## src/rtl/regwin_pkg.sv

```systemverilog
package regwin_pkg;

   typedef enum logic [1:0] {
      ACC_SHORT = 2'd0,
      ACC_BIT   = 2'd1,
      ACC_LONG  = 2'd2,
      ACC_INDIR = 2'd3
   } acc_kind_e;

   localparam logic [1:0] LANE_NONE = 2'b00;
   localparam logic [1:0] LANE_LO   = 2'b01;
   localparam logic [1:0] LANE_HI   = 2'b10;
   localparam logic [1:0] LANE_WORD = 2'b11;

   typedef struct packed {
      logic [1:0] lane;
      logic       gpr;
      logic       ext;
      logic       err;
   } xl_flags_t;

endpackage

```

## src/rtl/regwin_scope.sv

```systemverilog
module regwin_scope #(
   parameter int MAX_SCOPE = 4,
   localparam int LEN_W = $clog2(MAX_SCOPE),
   localparam int CNT_W = $clog2(MAX_SCOPE + 1)
) (
   input  logic             clk,
   input  logic             rst_n,
   input  logic             ext_cmd,
   input  logic [LEN_W-1:0] ext_len,
   input  logic             retire,
   output logic [CNT_W-1:0] cnt,
   output logic             active
);

   logic [CNT_W-1:0] load_val;

   generate
      if (MAX_SCOPE == (1 << LEN_W)) begin : g_exact
         assign load_val = CNT_W'(ext_len) + CNT_W'(1);
      end else begin : g_clamp
         assign load_val = (CNT_W'(ext_len) >= CNT_W'(MAX_SCOPE)) ?
                           CNT_W'(MAX_SCOPE) : CNT_W'(ext_len) + CNT_W'(1);
      end
   endgenerate

   always_ff @(posedge clk or negedge rst_n) begin
      if (!rst_n) begin
         cnt <= '0;
      end else if (ext_cmd) begin
         cnt <= load_val;
      end else if (retire && (cnt != '0)) begin
         cnt <= cnt - CNT_W'(1);
      end
   end

   assign active = (cnt != '0);

endmodule

```

## src/rtl/regwin_decode.sv

```systemverilog
module regwin_decode
   import regwin_pkg::*;
#(
   parameter int              ADDR_W    = 24,
   parameter int              OFS_W     = 8,
   parameter int              LONG_W    = 16,
   parameter logic [23:0]     STD_BASE  = 24'h00FE00,
   parameter logic [23:0]     EXT_BASE  = 24'h00F000,
   parameter int              GPR_N     = 16,
   parameter int              GPR_FIRST = 240,
   parameter bit              GPR_EN    = 1'b1,
   localparam int             GIDX_W    = $clog2(GPR_N)
) (
   input  acc_kind_e          kind,
   input  logic [OFS_W-1:0]   ofs,
   input  logic [LONG_W-1:0]  long_addr,
   input  logic               byte_acc,
   input  logic               hi_sel,
   input  logic               win_ext,
   output logic [ADDR_W-1:0]  addr,
   output logic [GIDX_W-1:0]  gpr_idx,
   output xl_flags_t          flags
);

   logic              is_gpr;
   logic              short_form;
   logic              hb_reject;
   logic [ADDR_W-1:0] ofs_bytes;
   logic [ADDR_W-1:0] base;
   logic [1:0]        short_lane;

   generate
      if (GPR_EN) begin : g_gpr_alias
         assign is_gpr = (ofs >= OFS_W'(GPR_FIRST));
      end else begin : g_gpr_none
         assign is_gpr = 1'b0;
      end
   endgenerate

   assign short_form = (kind == ACC_SHORT) || (kind == ACC_BIT);
   assign hb_reject  = (kind == ACC_SHORT) && byte_acc && hi_sel;
   assign ofs_bytes  = ADDR_W'({ofs, 1'b0});
   assign base       = win_ext ? ADDR_W'(EXT_BASE) : ADDR_W'(STD_BASE);
   assign short_lane = ((kind == ACC_SHORT) && byte_acc) ? LANE_LO : LANE_WORD;

   always_comb begin
      addr    = '0;
      gpr_idx = '0;
      flags   = '0;
      if (short_form) begin
         if (hb_reject) begin
            flags.err = 1'b1;
         end else if (is_gpr) begin
            flags.gpr  = 1'b1;
            flags.lane = short_lane;
            gpr_idx    = ofs[GIDX_W-1:0];
         end else begin
            flags.ext  = win_ext;
            flags.lane = short_lane;
            addr       = base + ofs_bytes;
         end
      end else begin
         addr = ADDR_W'(long_addr);
         if (!byte_acc) begin
            flags.lane = LANE_WORD;
         end else begin
            flags.lane = hi_sel ? LANE_HI : LANE_LO;
         end
      end
   end

endmodule

```

## src/rtl/regwin_xlate.sv

```systemverilog
module regwin_xlate
   import regwin_pkg::*;
#(
   parameter int          ADDR_W    = 24,
   parameter int          OFS_W     = 8,
   parameter int          LONG_W    = 16,
   parameter logic [23:0] STD_BASE  = 24'h00FE00,
   parameter logic [23:0] EXT_BASE  = 24'h00F000,
   parameter int          GPR_N     = 16,
   parameter int          GPR_FIRST = 240,
   parameter bit          GPR_EN    = 1'b1,
   parameter int          MAX_SCOPE = 4
) (
   input  logic                         clk,
   input  logic                         rst_n,
   input  logic                         req_valid,
   input  logic [1:0]                   req_kind,
   input  logic [OFS_W-1:0]             req_offset,
   input  logic [LONG_W-1:0]            req_long_addr,
   input  logic                         req_byte,
   input  logic                         req_hi,
   input  logic                         ext_cmd,
   input  logic [$clog2(MAX_SCOPE)-1:0] ext_len,
   input  logic                         instr_retire,
   output logic                         out_valid,
   output logic [ADDR_W-1:0]            out_addr,
   output logic [1:0]                   out_lane,
   output logic                         out_gpr,
   output logic [$clog2(GPR_N)-1:0]     out_gpr_idx,
   output logic                         out_ext,
   output logic                         out_err
);

   localparam int GIDX_W = $clog2(GPR_N);
   localparam int CNT_W  = $clog2(MAX_SCOPE + 1);

   initial begin
      assert (MAX_SCOPE >= 2) else $fatal(1, "MAX_SCOPE must be at least 2");
      assert (LONG_W <= ADDR_W) else $fatal(1, "LONG_W wider than ADDR_W");
      assert (OFS_W + 1 <= ADDR_W) else $fatal(1, "offset does not fit ADDR_W");
      assert (GPR_FIRST % GPR_N == 0) else $fatal(1, "GPR_FIRST not aligned");
      assert (GPR_FIRST + GPR_N == (1 << OFS_W)) else $fatal(1, "GPR range must end the offset space");
   end

   logic [CNT_W-1:0]  scope_cnt;
   logic              scope_active;
   logic [ADDR_W-1:0] d_addr;
   logic [GIDX_W-1:0] d_idx;
   xl_flags_t         d_flags;

   regwin_scope #(.MAX_SCOPE(MAX_SCOPE)) u_scope (
      .clk     (clk),
      .rst_n   (rst_n),
      .ext_cmd (ext_cmd),
      .ext_len (ext_len),
      .retire  (instr_retire),
      .cnt     (scope_cnt),
      .active  (scope_active)
   );

   regwin_decode #(
      .ADDR_W    (ADDR_W),
      .OFS_W     (OFS_W),
      .LONG_W    (LONG_W),
      .STD_BASE  (STD_BASE),
      .EXT_BASE  (EXT_BASE),
      .GPR_N     (GPR_N),
      .GPR_FIRST (GPR_FIRST),
      .GPR_EN    (GPR_EN)
   ) u_decode (
      .kind      (acc_kind_e'(req_kind)),
      .ofs       (req_offset),
      .long_addr (req_long_addr),
      .byte_acc  (req_byte),
      .hi_sel    (req_hi),
      .win_ext   (scope_active),
      .addr      (d_addr),
      .gpr_idx   (d_idx),
      .flags     (d_flags)
   );

   always_ff @(posedge clk or negedge rst_n) begin
      if (!rst_n) begin
         out_valid   <= 1'b0;
         out_addr    <= '0;
         out_lane    <= LANE_NONE;
         out_gpr     <= 1'b0;
         out_gpr_idx <= '0;
         out_ext     <= 1'b0;
         out_err     <= 1'b0;
      end else begin
         out_valid <= req_valid;
         if (req_valid) begin
            out_addr    <= d_addr;
            out_lane    <= d_flags.lane;
            out_gpr     <= d_flags.gpr;
            out_gpr_idx <= d_idx;
            out_ext     <= d_flags.ext;
            out_err     <= d_flags.err;
         end else begin
            out_addr    <= '0;
            out_lane    <= LANE_NONE;
            out_gpr     <= 1'b0;
            out_gpr_idx <= '0;
            out_ext     <= 1'b0;
            out_err     <= 1'b0;
         end
      end
   end

endmodule

```

## config.mk

```make
export PLATFORM = sky130hd
export DESIGN_NAME = regwin_xlate
export DESIGN_NICKNAME = d
export VERILOG_FILES = /design/src/rtl/regwin_pkg.sv /design/src/rtl/regwin_scope.sv /design/src/rtl/regwin_decode.sv /design/src/rtl/regwin_xlate.sv
export SDC_FILE = /design/constraint.sdc
export NUM_CORES = 1
export LEC_CHECK = 0
export BUFFER_PORTS_ARGS = -buffer_cell sky130_fd_sc_hd__buf_2
export CAP_MARGIN = 20
export CORE_UTILIZATION = 39
export CTS_BUF_LIST = sky130_fd_sc_hd__clkbuf_16
export DETAILED_ROUTE_END_ITERATION = 10
export PLACE_DENSITY = 0.66
export SYNTH_ARGS = -nofsm -noshare
export SYNTH_HDL_FRONTEND = slang
export SYNTH_HIERARCHICAL = 1
export SYNTH_SLANG_ARGS = --single-unit
```

## constraint.sdc

```tcl
create_clock -name clk -period 1.4 [get_ports clk]
set_input_delay 0.35 -clock clk [delete_from_list [all_inputs] [get_ports clk]]
set_output_delay 0.35 -clock clk [all_outputs]
set_load 0.1 [all_outputs]
```

# --- Yosys cells after proc, flatten, opt, wreduce, memory -nomap -nowiden ---
# Index checks and enable logic that the tools add are counted.
word_totals:
  out_inout_bits: 34
  input_bits: 35
  regBits: 37
  wordCells: 44
op_classes:
  addsub: 3
  reduce_logical: 7
  eq_ne: 1
  muxes: 24
  magnitude_cmp: 1
ops:
  columns: ["operator", "count"]
  rows:
  - ["24-bit two-way mux", 4]
  - ["24-bit by 9-bit adder with 24-bit output", 1]
  - ["4-bit two-way mux", 5]
  - ["12-bit two-way mux", 1]
  - ["2-bit two-way mux", 5]
  - ["3-bit two-way mux", 3]
  - ["8-bit >= comparator, second input constant", 1]
  - ["1-bit two-way mux", 6]
  - ["2-bit by 1-bit adder with 3-bit output, second input constant", 1]
  - ["1-bit logical AND", 3]
  - ["3-bit nonzero test", 1]
  - ["3-bit by 1-bit subtractor with 3-bit output, second input constant", 1]
  - ["2-bit by 1-bit == test with 1-bit output, second input constant", 1]
  - ["2-bit logical NOT", 1]
  - ["2-bit nonzero test", 1]
  - ["1-bit logical OR", 1]

# --- Logic depth before layout (Yosys ltp) ---
logic_depth:
  depth_word: 7
  depth_mapped: 5
  depth_no_buf: 5

# --- Hierarchy ---
# The synthesis kept the hierarchy.
by_module_without_submodules:
  columns: ["module", "area_per_inst_um2", "n_inst", "seq_area_each_um2", "cells_per_inst"]
  rows:
  - ["regwin_xlate", 1113.6, 1, 850.8, 70]
  - ["regwin_decode", 481.7, 1, 0.0, 71]
  - ["regwin_scope", 211.5, 1, 75.1, 23]

# --- Worst setup path after synthesis ---
# OpenSTA, ideal clock, no wires.
synth_timing:
  kind: "register to register"
  start: "register u_scope.cnt[0]"
  end: "register out_addr[10]"
  arrival_time_ns: 1.186
  path_stages_with_launch: 6
  path_slack_ns: 0.150
  required_time_ns: 1.336
  synth_period_minus_slack_ns: 1.250
  setup_time_ns: 0.064
  n_path_buf: 0
  path_cell_list: "dfrtp_1 -> inv_1 -> ha_1 -> nand2b_4 -> o41ai_1 -> and2_2"
synth_via:
  elab_chain_cells: 7
synth_lines:
  columns: ["item", "line", "source"]
  rows:
  - ["start: declaration", "regwin_scope.sv:11", "output logic [CNT_W-1:0] cnt,"]
  - ["start signal: assignment", "regwin_scope.sv:30", "cnt <= load_val;"]
  - ["start signal: assignment", "regwin_scope.sv:32", "cnt <= cnt - CNT_W'(1);"]
  - ["3-bit nonzero test", "regwin_scope.sv:36", "assign active = (cnt != '0);"]
  - ["via scope_active", "regwin_xlate.sv:46", "logic scope_active;"]
  - ["12-bit two-way mux", "regwin_decode.sv:43", "assign base = win_ext ? ADDR_W'(EXT_BASE) : ADDR_W'(STD_BASE);"]
  - ["24-bit by 9-bit adder with 24-bit output", "regwin_decode.sv:60", "addr = base + ofs_bytes;"]
  - ["24-bit two-way mux", "regwin_decode.sv:53", "end else if (is_gpr) begin"]
  - ["24-bit two-way mux", "regwin_decode.sv:51", "if (hb_reject) begin"]
  - ["24-bit two-way mux", "regwin_decode.sv:50", "if (short_form) begin"]
  - ["via d_addr[10]", "regwin_xlate.sv:47", "logic [ADDR_W-1:0] d_addr;"]
  - ["24-bit two-way mux", "regwin_xlate.sv:93", "if (req_valid) begin"]
  - ["end signal: assignment", "regwin_xlate.sv:94", "out_addr <= d_addr;"]
  - ["end: declaration", "regwin_xlate.sv:26", "output logic [ADDR_W-1:0] out_addr,"]
# The timed path passes the listed nets, and every way through them passes these cells.
# A chain may end at the register's enable or synchronous reset.

# --- Worst setup path in the final report ---
layout_timing:
  start: "register out_ext"
  end: "output out_ext"
layout_lines:
  columns: ["item", "line", "source"]
  rows:
  - ["start: declaration", "regwin_xlate.sv:30", "output logic out_ext,"]
  - ["start signal: assignment", "regwin_xlate.sv:98", "out_ext <= d_flags.ext;"]
# No word-level cell between the ends.

==> impl_metrics.sql <==
INSERT INTO impl_metrics (metric_group, metric, value, unit) VALUES
('outcome', 'run_status', 'finished, final reports clean', ''),
('grt', 'aggregate_global_route_resource_usage', '15.9', '%'),
('cts', 'postCtsSetupRepairBufs', '0', ''),
('sta', 'worst_slack', '0.0363', 'ns'),
('detailed_routing', 'wire_per_inst', '12.7', 'um'),
('placement', 'dp.final_hpwl', '2.56', 'mm'),
('synth', 'yosys.area.top_type', 'dfrtp_1', ''),
('detailed_routing', 'via_per_inst', '4.73', ''),
('setup_path', 'crit_path_cell_trace', 'buf_2', ''),
('synth', 'post_synth.cell_area_avg', '11.0', 'sq um'),
('grt', 'first_global_vias', '1297', ''),
('sta', 'period_share', '97.4', '%'),
('cells_and_area', 'finalNetCount', '267', ''),
('pwr', 'worst_ir_drop_vdd', '688', 'uV'),
('sta', 'rsz0062_at_grt', 'false', ''),
('grt', 'grt.overflow.total', '0', ''),
('floorplan', 'die_width', '70.1', 'um'),
('detailed_routing', 'detail-route-antenna-nets', '0', ''),
('cts', 'cts_inserted_buffers', '5', ''),
('synth', 'synth.most_common_cell', 'dfrtp_1', ''),
('detailed_routing', 'detailedRoute.firstPassIterationCount', '4', ''),
('setup_path', 'critPathSlowestCell', 'buf_2', ''),
('cells_and_area', 'final_layout_size_suffix_gt1_share', '54.4', '%'),
('sta', 'fmax', '733', 'MHz'),
('cts', 'clock_path_buffers', '2', ''),
('grt', 'wire_length_of_the_first_global_routing_pass', '6.04', 'mm'),
('setup_path', 'rrSetupSlack', '0.08', 'ns'),
('setup_path', 'critPathLaunchType', 'flip-flop', ''),
('detailed_routing', 'totalWireLength', '3.55', 'mm'),
('floorplan', 'die_height', '70.1', 'um'),
('synth', 'synth-edff-count', '0', ''),
('setup_path', 'cpPeakStageDelay', '0.42', 'ns'),
('cts', 'cts_tree', 'done', ''),
('pwr', 'power-per-cell-area', '1150', 'nW/um^2'),
('grt', 'antenna_found_initial', '0', ''),
('sta', 'finalMaxSlewViolations', '0', ''),
('floorplan', 'floorplan.die_area', '4910', 'sq um'),
('flow_run', 'max_cap_violations', '0', ''),
('setup_path', 'timing.critical_path.buf_inv', '1', ''),
('synth', 'synthCells', '164', ''),
('setup_path', 'cp.required', '1.05', 'ns'),
('pwr', 'combinationalPowerShare', '28.7', '%'),
('cells_and_area', 'number_of_non_filler_instances_in_the_completed_layout', '280', ''),
('synth', 'synth_top_cells_by_count', 'dfrtp_1 (37), and2_2 (33), nand2_1 (19)', ''),
('synth', 'synth_top_area_share', '51.2', '%'),
('synth', 'yosys-top-cells-area', 'dfrtp_1 (51%), and2_2 (14%), o41ai_2 (4.5%), nand2_1 (3.9%), buf_4 (3.3%)', ''),
('cts', 'cts_h_tree_depth', '2', ''),
('pwr', 'clock_power_share', '32.6', '%'),
('sta', 'final_count_of_hold_timing_violations', '0', ''),
('synth', 'yosysUniqueCellTypes', '36', ''),
('synth', 'yosys_warning_total', '6', ''),
('cts', 'worstSkewPairLatency', '0.27', 'ns'),
('setup_path', 'criticalPathCategory', 'reg2out', ''),
('detailed_routing', 'via_count', '1325', ''),
('cts', 'clkSinkCount', '37', ''),
('placement', 'pre_cts_slack', '0.0440', 'ns'),
('setup_path', 'timing.critical_path.max_delay_family', 'buffers and inverters', ''),
('synth', 'synth-seq-area-share', '51.2', '%'),
('placement', 'globalplace.congestion', '0.699', ''),
('placement', 'placement_stage_cell_area', '2450', 'sq um'),
('cells_and_area', 'num_antenna_cells', '0', ''),
('placement', 'quantity_of_i_o_buffers_inserted_on_ports', '68', ''),
('sta', 'setup_viol', '0', ''),
('worst_hold_path', 'hp-class', 'in2async', ''),
('synth', 'postSynthRegisterBits', '37', ''),
('pwr', 'leakagePower', '1.33', 'nW'),
('placement', 'place.detailed.instances', '274', ''),
('synth', 'ys_dominant_reg_cell', 'dfrtp_1', ''),
('setup_path', 'rr_endpoint', 'out_addr[10]', ''),
('floorplan', 'fp-row-count', '24', ''),
('pwr', 'internal_power', '0.00206', 'W');
==> cells by family (layout without fill, tap and decap cells) <==
logic type               Yosys count  count (layout)  synth area share [%]
adder cells (fa/ha/maj)            3               3                  2.08
other                              1               8                 0.208
flip-flops                        37              37                  51.2
multiplexers                       1               1                 0.554
AND/OR/NAND/NOR                   69              69                  24.4
AO/OA/AOI/OAI                     22              22                  12.0
buffers and inverters             31              88                  9.56
==> placed cells by master, fill, tap and decap left out, drive strengths merged <==
cell,Yosys,final
a211o,1,1
nor4b,1,1
o211ai,2,2
nand2b,2,2
nor4,4,4
nor2,2,2
clkinv,0,1
nor2b,1,1
and4,1,1
o31ai,4,4
nand4,1,1
dfrtp,37,37
o21ai,2,2
and2,34,34
a31o,1,1
nand3,2,2
nand2,19,19
mux2i,1,1
conb,1,8
a21oi,1,1
nor3,1,1
o41ai,11,11
and3b,1,1
clkbuf,6,9
ha,3,3
inv,11,11
buf,14,67
==> what timing repair did <==
action,in CTS,in global routing
pin swaps,0,1
resized for setup,1,9
endpoints found under the setup margin,1,7
hold buffers,0,0
==> how the worst max path moves through the flow <==
stage	from	to	cells after the start
4_1_cts	out_addr[10]	out_addr[10]	1
3_3_place_gp	u_scope/cnt[0]	out_addr[9]	5
5_1_grt	out_ext	out_ext	1
6_report	out_ext	out_ext	1
3_5_place_dp	u_scope/cnt[0]	out_addr[11]	5
2_1_floorplan	u_scope/cnt[0]	out_addr[10]	5
==> routing by layer <==
| layer | track usage [%] | share of wire, % |
|---|---|---|
| met1 | 19.3 | 44 |
| met2 | 27.5 | 51 |
| met3 | 3.46 | 4.4 |
| met4 | 6.00 | 1.3 |
| met5 | 0 | 0 |
==> registers in the layout, indices dropped and copies added, names as in the netlist <==
name,flops
out_addr,24
out_err,1
out_ext,1
out_gpr,1
out_gpr_idx,4
out_lane,2
out_valid,1
u_scope/cnt,3
==> through the flow <==
| step | utilization [%] | total power (W) |
|---|---|---|
| 4_1_cts | 58.7 | 0.00304 |
| 3_5_place_dp | 55.6 | 0.00204 |
| 3_3_place_gp | 55.6 | 0.00203 |
| 2_1_floorplan | - | 0.00177 |
| 5_1_grt | 59.5 | 0.00317 |
| 6_report | 59.5 | 0.00303 |
==> power by group through the flow <==
stage / Combinational [W] / Clock, W / Sequential, W
finish: 0.000872 / 0.000990 / 0.00117
global route: 0.000925 / 0.00107 / 0.00118
CTS: 0.000854 / 0.00101 / 0.00117
detailed placement: 0.000850 / 0 / 0.00119
global placement: 0.000839 / 0 / 0.00119
floorplan: 0.000223 / 0 / 0.00155
==> layout make-up <==
cell class | instances | area (sq um) | share of cell area [%]
Clock buffer | 5 | 125 | 4.76
Clock inverter | 1 | 5.00 | 0.190
Inverter | 11 | 41.3 | 1.57
Multi-Input combinational cell | 103 | 769 | 29.3
Sequential cell | 37 | 926 | 35.2
Tap cell | 52 | 65.1 | 2.48
Timing Repair Buffer | 71 | 696 | 26.5
Power figures use the tool's default switching activity.
